$ cat src/rtl/sdram_cmd_monitor.sv
module sdram_cmd_monitor #(
  parameter int BA_W    = 2,
  parameter int ADDR_W  = 11,
  parameter int COL_W   = 8,
  parameter int AP_BIT  = 10,
  parameter int MRS_GAP = 2
) (
  input  logic              clk,
  input  logic              rst,
  input  logic              cke_prev,
  input  logic              cke,
  input  logic              cs_n,
  input  logic              ras_n,
  input  logic              cas_n,
  input  logic              we_n,
  input  logic [BA_W-1:0]   ba,
  input  logic [ADDR_W-1:0] addr,
  output logic [3:0]        cmd,
  output logic [BA_W-1:0]   cmd_bank,
  output logic [ADDR_W-1:0] cmd_addr,
  output logic              auto_pre,
  output logic              violation,
  output logic [(1<<BA_W)-1:0] bank_open
);
  localparam int NB     = 1 << BA_W;
  localparam int LOCK_W = $clog2(MRS_GAP + 1);

  localparam logic [3:0] C_DESEL = 4'd0,  C_NOP  = 4'd1,  C_MRS  = 4'd2,  C_AREF = 4'd3,
                         C_SREF  = 4'd4,  C_ACT  = 4'd5,  C_RD   = 4'd6,  C_WR   = 4'd7,
                         C_BST   = 4'd8,  C_PRE  = 4'd9,  C_PREA = 4'd10, C_EXIT = 4'd11,
                         C_APD   = 4'd12, C_PPD  = 4'd13, C_HOLD = 4'd14;

  logic [2:0]        pins;
  logic              quiet, any_open, busy, raw_viol;
  logic [LOCK_W-1:0] lock_cnt;

  assign pins     = {ras_n, cas_n, we_n};
  assign quiet    = cs_n || (pins == 3'b111);
  assign any_open = |bank_open;
  assign busy     = (lock_cnt != '0);

  always_comb begin
    if (!cke_prev && cke)      cmd = C_EXIT;
    else if (!cke_prev)        cmd = C_HOLD;
    else if (!cke)             cmd = (!cs_n && pins == 3'b001) ? C_SREF : (any_open ? C_APD : C_PPD);
    else if (cs_n)             cmd = C_DESEL;
    else begin
      case (pins)
        3'b000:  cmd = C_MRS;
        3'b001:  cmd = C_AREF;
        3'b011:  cmd = C_ACT;
        3'b101:  cmd = C_RD;
        3'b100:  cmd = C_WR;
        3'b110:  cmd = C_BST;
        3'b010:  cmd = addr[AP_BIT] ? C_PREA : C_PRE;
        default: cmd = C_NOP;
      endcase
    end
  end

  always_comb begin
    case (cmd)
      C_EXIT:               raw_viol = !quiet;
      C_MRS, C_AREF, C_SREF: raw_viol = any_open;
      C_RD, C_WR:           raw_viol = !bank_open[ba];
      C_ACT:                raw_viol = bank_open[ba];
      default:              raw_viol = 1'b0;
    endcase
    if (busy && !quiet) raw_viol = 1'b1;
  end

  assign violation = !rst && raw_viol;

  wire rw = (cmd == C_RD) || (cmd == C_WR);
  assign auto_pre = rw && addr[AP_BIT];
  assign cmd_bank = (rw || cmd == C_ACT || cmd == C_PRE) ? ba : '0;
  assign cmd_addr = (cmd == C_ACT) ? addr :
                    rw ? ADDR_W'(addr[COL_W-1:0]) : '0;

  always_ff @(posedge clk) begin
    if (rst) begin
      bank_open <= '0;
    end else if (!violation) begin
      case (cmd)
        C_ACT:      bank_open[ba] <= 1'b1;
        C_RD, C_WR: if (addr[AP_BIT]) bank_open[ba] <= 1'b0;
        C_PRE:      bank_open[ba] <= 1'b0;
        C_PREA:     bank_open <= '0;
        default:    ;
      endcase
    end
  end

  always_ff @(posedge clk) begin
    if (rst)                             lock_cnt <= '0;
    else if (cmd == C_MRS && !violation) lock_cnt <= LOCK_W'(MRS_GAP);
    else if (busy)                       lock_cnt <= lock_cnt - 1'b1;
  end

  AST_ACT_OPENS: assert property (@(posedge clk) disable iff (rst)
    (cmd == C_ACT && !violation) |=> bank_open[$past(ba)]);
  AST_PREA_CLOSES: assert property (@(posedge clk) disable iff (rst)
    (cmd == C_PREA && !violation) |=> (bank_open == '0));
  AST_MRS_NEEDS_IDLE: assert property (@(posedge clk) disable iff (rst)
    (cmd == C_MRS && bank_open != '0) |-> violation);
  AST_AREF_NEEDS_IDLE: assert property (@(posedge clk) disable iff (rst)
    (cmd == C_AREF && bank_open != '0) |-> violation);
  AST_MRS_LOCKOUT: assert property (@(posedge clk) disable iff (rst)
    (cmd == C_MRS && !violation) |=> (quiet || violation));
  AST_RW_CLOSED: assert property (@(posedge clk) disable iff (rst)
    ((cmd == C_RD || cmd == C_WR) && !bank_open[ba]) |-> violation);
  AST_VIOL_FROZEN: assert property (@(posedge clk) disable iff (rst)
    violation |=> $stable(bank_open));
  AST_DESEL_FROZEN: assert property (@(posedge clk) disable iff (rst)
    (cmd == C_DESEL) |=> $stable(bank_open));
  AST_RESET_IDLE: assert property (@(posedge clk)
    rst |=> (bank_open == '0));
endmodule

$ cat config.mk
export PLATFORM = sky130hd
export DESIGN_NAME = sdram_cmd_monitor
export DESIGN_NICKNAME = d
export VERILOG_FILES = /design/src/rtl/sdram_cmd_monitor.sv
export SDC_FILE = /design/constraint.sdc
export NUM_CORES = 1
export LEC_CHECK = 0
export BUFFER_PORTS_ARGS = -buffer_cell sky130_fd_sc_hd__buf_2
export CORE_MARGIN = 2
export CORE_UTILIZATION = 47
export CTS_BUF_LIST = sky130_fd_sc_hd__clkbuf_8
export DETAILED_ROUTE_END_ITERATION = 8
export PLACE_DENSITY = 0.89
export SLEW_MARGIN = 0
export SYNTH_ARGS = -nofsm -noshare
export SYNTH_HDL_FRONTEND = slang
export SYNTH_SLANG_ARGS = --single-unit
$ cat constraint.sdc
create_clock -name clk -period 2.67 [get_ports clk]
set_input_delay 0.534 -clock clk [delete_from_list [all_inputs] [get_ports clk]]
set_output_delay 0.534 -clock clk [all_outputs]
set_load 0.01 [all_outputs]
# Word-level counts from Yosys, hierarchy flattened
# Cells that the tools add are included.
dict set report classes {
  n_reduce_logical 26
  n_eq_ne 17
  order_cmp 2
  mux 21
  bitwise 4
  addsub 1
}
# op count
set ops {}
lappend ops {{4-bit one-hot mux with 7 select lines} 1}
lappend ops {{4-bit two-way mux} 6}
lappend ops {{4-bit by 3-bit == test with 1-bit output (second input constant)} 4}
lappend ops {{4-bit one-hot mux with 4 select lines} 1}
lappend ops {{3-bit == test (second input constant)} 4}
lappend ops {{4-bit == test (second input constant)} 3}
lappend ops {{11-bit two-way mux} 1}
lappend ops {{4-bit by 2-bit == test with 1-bit output (second input constant)} 2}
lappend ops {{2-bit two-way mux} 4}
lappend ops {{8-bit two-way mux} 1}
lappend ops {{1-bit logical AND} 7}
lappend ops {{3-bit by 2-bit == test with 1-bit output (second input constant)} 2}
lappend ops {{1-bit logical NOT} 6}
lappend ops {{4-bit AND} 1}
lappend ops {{1-bit logical OR} 4}
lappend ops {{1-bit two-way mux} 4}
lappend ops {{4-bit NOT} 1}
lappend ops {{4-bit bitwise OR} 1}
lappend ops {{1-bit one-hot mux with 4 select lines} 1}
lappend ops {{2-bit nonzero test} 2}
lappend ops {{4-bit nonzero test} 1}
lappend ops {{2-bit OR reduction} 2}
lappend ops {{4-bit OR reduction} 1}
lappend ops {{3-bit by 1-bit == test with 1-bit output (second input constant)} 1}
lappend ops {{other kinds (10)} 10}
dict set report word_totals {
  out_inout_bits 23
  word_cells 74
  ff_bits 6
}

# Longest topological paths before layout
# Gate-level depths: netlist of run 1.
dict set report logic_depth {
  word_depth 14
  mapped_depth 9
  depth_no_buf 8
}

# Worst setup path after synthesis of run 1
# Ideal clock, no wire load.
dict set report synth_timing {
  path_kind {input -> output}
  from {input cke}
  to {output violation}
  path_stages 7
  n_path_buf 2
  arrival_ns 2.003
  path_slack_ns 0.133
  required_ns 2.136
  cell_sequence {clkbuf_1 -> clkbuf_1 -> o21ai_0 -> a21oi_1 -> o311a_4 -> and2b_1 -> nor2_1}
}
dict set report synth_between {
  elab_chain_cells 8
  elab_cells_between_ends 16
  cone_classes {7 x eq/ne; 5 x mux; 4 x reduce/logical}
}
# item line
set synth_rtl {}
lappend synth_rtl {{from (decl)} 11} ;# input logic cke,
lappend synth_rtl {{4-bit two-way mux} 45} ;# else if (!cke) cmd = (!cs_n && pins == 3'b001) ? C_SREF : (any_open ? C_APD : C_PPD);
lappend synth_rtl {{4-bit two-way mux} 44} ;# else if (!cke_prev) cmd = C_HOLD;
lappend synth_rtl {{4-bit two-way mux (*)} 43} ;# if (!cke_prev && cke) cmd = C_EXIT;
lappend synth_rtl {{4-bit by 2-bit == test with 1-bit output or 4-bit by 3-bit == test with 1-bit output (tied branches)} 62} ;# case (cmd)
lappend synth_rtl {{3-bit OR reduction or 2-bit OR reduction (tied branches)} 62}
lappend synth_rtl {{1-bit one-hot mux with 4 select lines (*)} 62}
lappend synth_rtl {{1-bit two-way mux (*)} 69} ;# if (busy && !quiet) raw_viol = 1'b1;
lappend synth_rtl {{1-bit logical AND (*)} 72} ;# assign violation = !rst && raw_viol;
lappend synth_rtl {{to (decl)} 22} ;# output logic violation,
# Every way passes the cells marked *; elsewhere a longest branch is shown, timed or not.

# Worst setup path in the final report of run 1
dict set report layout_timing {
  from {input ras_n}
  to {output violation}
}
dict set report layout_between {
  elab_chain_cells 11
  elab_cells_between_ends 30
  cone_classes {14 x eq/ne; 8 x mux; 8 x reduce/logical}
}
# item line
set layout_rtl {}
lappend layout_rtl {{from (decl)} 13} ;# input logic ras_n,
lappend layout_rtl {{3-bit by 2-bit == test with 1-bit output, or another cell as far along} 48} ;# case (pins)
lappend layout_rtl {{4-bit one-hot mux with 7 select lines or 1-bit logical AND (tied branches)} {48, 45}}
lappend layout_rtl {{4-bit two-way mux (on tied branches)} {46, 45}}
lappend layout_rtl {{4-bit two-way mux} 45}
lappend layout_rtl {{4-bit two-way mux} 44}
lappend layout_rtl {{4-bit two-way mux} 43}
lappend layout_rtl {{4-bit by 2-bit == test with 1-bit output or 4-bit by 3-bit == test with 1-bit output (tied branches)} 62}
lappend layout_rtl {{3-bit OR reduction or 2-bit OR reduction (tied branches)} 62}
lappend layout_rtl {{1-bit one-hot mux with 4 select lines} 62}
lappend layout_rtl {{1-bit two-way mux (*)} 69}
lappend layout_rtl {{1-bit logical AND (*)} 72}
# Marks and branches as above.

==> results of run 1 <==
stage by stage:
step	total power [mW]	setup TNS, ps	hold WS, ps
2_1_floorplan	0.1703	0	418.2
3_3_place_gp	0.2124	0	437.2
3_5_place_dp	0.2162	0	441.8
4_1_cts	0.3618	0	445.4
5_1_grt	0.3815	-38.07	473.3
6_report	0.3624	0	454.8
final cells by class:
cell class,count,share of cell area (%)
Tap cell,25,2.610
Sequential cell,6,10.02
Inverter,6,1.879
Clock buffer,3,3.445
Timing Repair Buffer,51,22.96
Multi-Input combinational cell,104,59.08
layout by cell type, fill, tap and decap left out, types with 2 or more instances in the layout:
| cell type | n |
|---|---|
| sky130_fd_sc_hd__a211o_1 | 3 |
| sky130_fd_sc_hd__nor3b_1 | 4 |
| sky130_fd_sc_hd__nand2_1 | 8 |
| sky130_fd_sc_hd__dfxtp_1 | 6 |
| sky130_fd_sc_hd__and3b_1 | 2 |
| sky130_fd_sc_hd__buf_2 | 43 |
| sky130_fd_sc_hd__buf_4 | 8 |
| sky130_fd_sc_hd__o311ai_0 | 4 |
| sky130_fd_sc_hd__clkbuf_8 | 3 |
| sky130_fd_sc_hd__o21ai_0 | 9 |
| sky130_fd_sc_hd__nand2b_1 | 5 |
| sky130_fd_sc_hd__o41ai_1 | 4 |
| sky130_fd_sc_hd__and2_1 | 8 |
| sky130_fd_sc_hd__and3_1 | 2 |
| sky130_fd_sc_hd__and4_1 | 3 |
| sky130_fd_sc_hd__a31oi_1 | 2 |
| sky130_fd_sc_hd__nor2_1 | 13 |
| sky130_fd_sc_hd__nor2b_1 | 3 |
| sky130_fd_sc_hd__a21oi_1 | 7 |
| sky130_fd_sc_hd__nor3_1 | 2 |
| sky130_fd_sc_hd__inv_1 | 5 |
worst max-delay path: stages:
cell                      delay (ps)
sky130_fd_sc_hd__buf_2           130
sky130_fd_sc_hd__nor2b_2         180
sky130_fd_sc_hd__mux2_2          340
sky130_fd_sc_hd__o221a_1         240
sky130_fd_sc_hd__o311a_4         320
sky130_fd_sc_hd__and2b_1         190
sky130_fd_sc_hd__nor2_1           30
sky130_fd_sc_hd__buf_2           130
registers in the layout, indices dropped and copies added, names as in the netlist:
signal	flops
lock_cnt	2
bank_open	4
what timing repair did:
item	in CTS	in global routing
endpoints found under the hold margin	0	0
resized for setup	0	3
endpoints found under the setup margin	0	3
power by group through the flow:
stage                     combinational, mW  sequential (mW)  clock (mW)
after floorplan                      0.0758           0.0945           0
after global placement                0.118           0.0942           0
after detailed placement              0.122           0.0942           0
after CTS                             0.123           0.0928       0.146
after global routing                  0.139           0.0930       0.150
final                                 0.127           0.0930       0.143
per-layer routing:
layer,vias up,GRT usage [%],share of wire [%]
met3,9,4.528,5.9
met1,528,32.88,41
met2,52,46.76,50
met5,-,0,0
li1,554,-,-
met4,0,13.89,2.7
cell families (layout without fill, tap and decap cells):
family                 Yosys count  count (layout)  synth area share [%]
AND/OR/NAND/NOR                 63              63                 43.16
buffers and inverters           13              60                 7.052
XOR/XNOR                         1               1                0.9875
multiplexers                     2               2                 4.232
AO/OA/AOI/OAI                   38              38                 31.03
flip-flops                       6               6                 13.54
worst paths after layout:
kind	startpoint	end	slack (ps)	cells after the start
setup / recovery	ras_n	violation	40	8
hold / removal	lock_cnt[0]$_SDFFE_PP0P_	lock_cnt[0]$_SDFFE_PP0P_	450	1
setup reg to reg	bank_open[1]$_SDFFE_PP0P_	bank_open[1]$_SDFFE_PP0P_	210	6
hold reg to reg	lock_cnt[0]$_SDFFE_PP0P_	lock_cnt[0]$_SDFFE_PP0P_	450	1
==> results.cfg, run 1 <==
[layout]
finalNetCount = 193
utilization_pct = 68.67
multiInputGateArea_um2 = 708.2
syn2layout_area_growth_pct = 35.12
final_cell_area_um2 = 1199
ff_latch_area_um2 = 120.1
antenna-diode-count = 0
ratio_of_cells_with_drive_above_1_in_the_final_layout_pct = 37.65
stdcell_count = 195
fill_cells = 149

[pwr]
power_density_nw_per_um2 = 302.3
power_switching_mw = 0.1193
power_share_of_the_combinational_group_pct = 34.9
internal_power_mw = 0.2430
peakVddDrop_mv = 0.2381
power_leakage_nw = 0.5862
seq_power_share_pct = 25.7
share_clk_of_total_power_pct = 39.4
power.switching_fraction_pct = 32.93

[placed_design]
dpl-instance-area_um2 = 1154
dp_worst_setup_slack_ps = 28.37
finalWeightedCongestion = 0.9546
place_hpwl_mm = 2.167
port_buffers = 43
dp.cells = 192

[critical_path]
critPathLaunchType = primary input
crit_path_end_kind = primary output
largest_fanout_on_the_critical_path = 6
cp.required_ps = 2140
arrival_ps = 2090
criticalPathCategory = in -> out

[synth]
yosys.area.top_type_share_pct = 13.54
synth.cells.most_frequent = sky130_fd_sc_hd__nor2_1, sky130_fd_sc_hd__o21ai_0, sky130_fd_sc_hd__and2_1, sky130_fd_sc_hd__nand2_1, sky130_fd_sc_hd__a21oi_1
cell_taking_the_most_area_after_synthesis = sky130_fd_sc_hd__dfxtp_1
yosys.cell_count.top_type = sky130_fd_sc_hd__nor2_1
mappedNetlistArea_um2 = 887.1
synth-edff-count = 0
synthesis.area_per_instance_um2 = 7.212
synth_fp_nets = 144
synth-warning-count = 0
synthDistinctLibCells = 47
synth.top_cells.by_area = sky130_fd_sc_hd__dfxtp_1, sky130_fd_sc_hd__and2_1, sky130_fd_sc_hd__nor2_1
register_bit_count_reported_by_yosys = 6
ys_seq_area_share_pct = 13.54
postSynthCellCount = 123
synthArstFlopShare_pct = 0
synthFlopType = sky130_fd_sc_hd__dfxtp_1

[sta]
final_critical_path_setup_slack_ps = 43.50
timing_worst_slew_pin_value_ps = 592.1
report.final.slew_viol_count = 0
hold_viol_final = 0
rsz0062_at_grt = true
final-setup-viol-count = 0
finalWorstPathRequiredPeriod_ps = 2627
fmaxAchievable_mhz = 380.7
worst_slew_margin_rel_pct = 60.44
post-route-period-util_pct = 98.37
finalClockSkew_ps = 9.044

[floorplan]
floorplan.initialDensity_pct = 50.82
boundaryPins = 44
design.die.area_um2 = 2251
coreArea_um2 = 1745
floorplan.die.width_um = 47.45
std_cell_rows = 15
dieHeight_um = 47.45

[clock_tree]
tritoncts_clock_tree = yes
clock_insertion_delay_worst_skew_ps = 230
cts_htree_levels = 1
clk_transition_reported_paths_ps = 30
clock_sink_count = 6
tritoncts_buffers = 3
clockRootBuffer = sky130_fd_sc_hd__clkbuf_8
clk_buf_depth = 2
cts_post_setup_buffers_inserted = 0
cts_hold_buffers = 0

[grt]
grt_pass1_vias = 1030
globalRouteTotalUtil_pct = 27.38
grt_pass1_wl_mm = 4.381
globalRoute.totalOverflow = 0
largest_net_degree_at_the_start_of_global_routing = 20
antenna_violations_before_repair = 0

[min_path]
hp-class = reg -> reg

[routing]
drtIter0Drc = 43
firstDrtPassIters = 4
routedWlPerCell_um = 14.55
detail-route-antenna-nets = 0
viasPerCell = 5.862
vias = 1143
drc_errors = 0
post_route_wl_mm = 2.837

[status]
run_status = completed

[run]
timing.max_cap.violations = 0
No activity file was read; power rests on OpenSTA's default activity.
==> inputs of run 2 (changes only) <==
--- a/config.mk
+++ b/config.mk
@@ -6,11 +6,11 @@
 export NUM_CORES = 1
 export LEC_CHECK = 0
 export BUFFER_PORTS_ARGS = -buffer_cell sky130_fd_sc_hd__buf_2
-export CORE_MARGIN = 2
 export CORE_UTILIZATION = 47
 export CTS_BUF_LIST = sky130_fd_sc_hd__clkbuf_8
 export DETAILED_ROUTE_END_ITERATION = 8
 export PLACE_DENSITY = 0.89
+export SETUP_SLACK_MARGIN = 0.1
 export SLEW_MARGIN = 0
 export SYNTH_ARGS = -nofsm -noshare
 export SYNTH_HDL_FRONTEND = slang
==> results.cfg, run 2 (synthesized netlist as in run 1, its figures left out) <==
[status]
run_status = completed

[placed_design]
finalWeightedCongestion = 0.9275
place_hpwl_mm = 2.205
dpl-instance-area_um2 = 1176
dp_worst_setup_slack_ps = 2.476
port_buffers = 43
dp.cells = 195

[grt]
gr-max-usage-layer = met2
grt_pass1_vias = 985
globalRoute.totalOverflow = 0
globalRouteTotalUtil_pct = 28.40
largest_net_degree_at_the_start_of_global_routing = 20
grt_pass1_wl_mm = 4.312
antenna_violations_before_repair = 0
grt_use_met1_pct = 34.38
use_met2_pct = 48.57
globalRouteMet3Util_pct = 4.762

[min_path]
hp-class = reg -> reg

[sta]
finalClockSkew_ps = 3.666
post-route-period-util_pct = 96.06
totalNegativeSetupSlack_ps = 0
final_critical_path_setup_slack_ps = 105.3
worst_slew_margin_rel_pct = 72.06
final-setup-viol-count = 0
hold_viol_final = 0
rsz0062_at_grt = true
finalWorstPathRequiredPeriod_ps = 2565
fmaxAchievable_mhz = 389.9
report.final.slew_viol_count = 0
timing_worst_slew_pin_value_ps = 413.8

[routing]
detail-route-antenna-nets = 0
drc_errors = 0
viasPerCell = 6.005
vias = 1213
firstDrtPassIters = 4
routedWlPerCell_um = 14.95
post_route_wl_mm = 3.020
drtIter0Drc = 56

[pwr]
power_leakage_nw = 0.6451
power_share_of_the_combinational_group_pct = 39.5
power_switching_mw = 0.1225
internal_power_mw = 0.2568
power_density_nw_per_um2 = 285.7
peakVddDrop_mv = 0.4514
share_clk_of_total_power_pct = 36.0
seq_power_share_pct = 24.6
power.switching_fraction_pct = 32.29

[clock_tree]
clock_insertion_delay_worst_skew_ps = 220
cts_hold_buffers = 0
tritoncts_buffers = 3
clockRootBuffer = sky130_fd_sc_hd__clkbuf_8
clk_buf_depth = 2
cts_htree_levels = 1
clk_transition_reported_paths_ps = 40
tritoncts_clock_tree = yes
clock_sink_count = 6

[layout]
final_cell_area_um2 = 1328
syn2layout_area_growth_pct = 49.65
largest-register = bank_open
antenna-diode-count = 0
final_common_cell = sky130_fd_sc_hd__buf_2
fill_cells = 137
layout.cells.most_common_list = sky130_fd_sc_hd__buf_2, sky130_fd_sc_hd__buf_4, sky130_fd_sc_hd__nor2_1, sky130_fd_sc_hd__o21ai_0
ratio_of_cells_with_drive_above_1_in_the_final_layout_pct = 45.20
reg.largest.list = bank_open (4), lock_cnt (2)
finalNetCount = 200
stdcell_count = 202
max_ffs_per_register = 4

[floorplan]
dieHeight_um = 45.45
floorplan.die.width_um = 45.45
std_cell_rows = 15
floorplan.initialDensity_pct = 50.82
design.die.area_um2 = 2065
coreArea_um2 = 1745
boundaryPins = 44

[run]
timing.max_cap.violations = 0

[critical_path]
largest_fanout_on_the_critical_path = 3
arrival_ps = 2030
crit_path_end_kind = primary output
critPathLaunchType = primary input
r2r_setup_slack_ps = 330
criticalPathCategory = in -> out
cp.required_ps = 2140
==> run 2: cell type report <==
type / count / area, µm² / share of cell area [%]
multi-input cells: 104 / 770.7 / 58.06
repair buffers: 58 / 341.6 / 25.73
flip-flops and latches: 6 / 120.1 / 9.048
clock buffers: 3 / 41.29 / 3.110
well taps: 25 / 31.28 / 2.356
inverters: 6 / 22.52 / 1.697
==> run 2: critical path, stage by stage <==
cell                      delay [ps]
sky130_fd_sc_hd__buf_2           120
sky130_fd_sc_hd__nor4b_2         260
sky130_fd_sc_hd__buf_4           160
sky130_fd_sc_hd__nor2_1           40
sky130_fd_sc_hd__o221a_1         260
sky130_fd_sc_hd__o311a_4         320
sky130_fd_sc_hd__and2b_1         190
sky130_fd_sc_hd__nor2_1           30
sky130_fd_sc_hd__buf_2           130
==> run 2: power groups by stage <==
stage               sequential [mW]  clock [mW]  combinational [mW]
global placement             0.0942           0               0.121
detailed placement           0.0943           0               0.125
global route                 0.0932       0.142               0.161
floorplan                    0.0945           0              0.0758
finish                       0.0931       0.137               0.150
CTS                          0.0931       0.138               0.130
==> run 2: final timing paths <==
path | end | depth (start not counted) | start
max | violation | 9 | cs_n
min | lock_cnt[0]$_SDFFE_PP0P_ | 1 | lock_cnt[0]$_SDFFE_PP0P_
max reg2reg | bank_open[0]$_SDFFE_PP0P_ | 6 | bank_open[1]$_SDFFE_PP0P_
min reg2reg | lock_cnt[0]$_SDFFE_PP0P_ | 1 | lock_cnt[0]$_SDFFE_PP0P_
==> run 2: per-stage QoR <==
stage,power [mW],hold WS [ps],utilization (%)
2_1_floorplan,0.1703,418.2,-
3_3_place_gp,0.2155,435.9,67.38
3_5_place_dp,0.2193,444.3,67.38
4_1_cts,0.3604,451.4,70.90
5_1_grt,0.3961,487.6,76.06
6_report,0.3793,446.3,76.06
==> run 2: layer usage <==
| metal | part of all wire [%] | vias up |
|---|---|---|
| met5 | 0 | - |
| li1 | - | 573 |
| met3 | 7.0 | 11 |
| met1 | 40 | 556 |
| met2 | 51 | 73 |
| met4 | 2.4 | 0 |
==> run 2: what timing repair did <==
action / CTS / global route
buffers inserted: 0 / 4
setup endpoints to repair: 1 / 11
pin swaps: 3 / 6
endpoints found under the hold margin: 0 / 0
gates resized for setup: 7 / 13
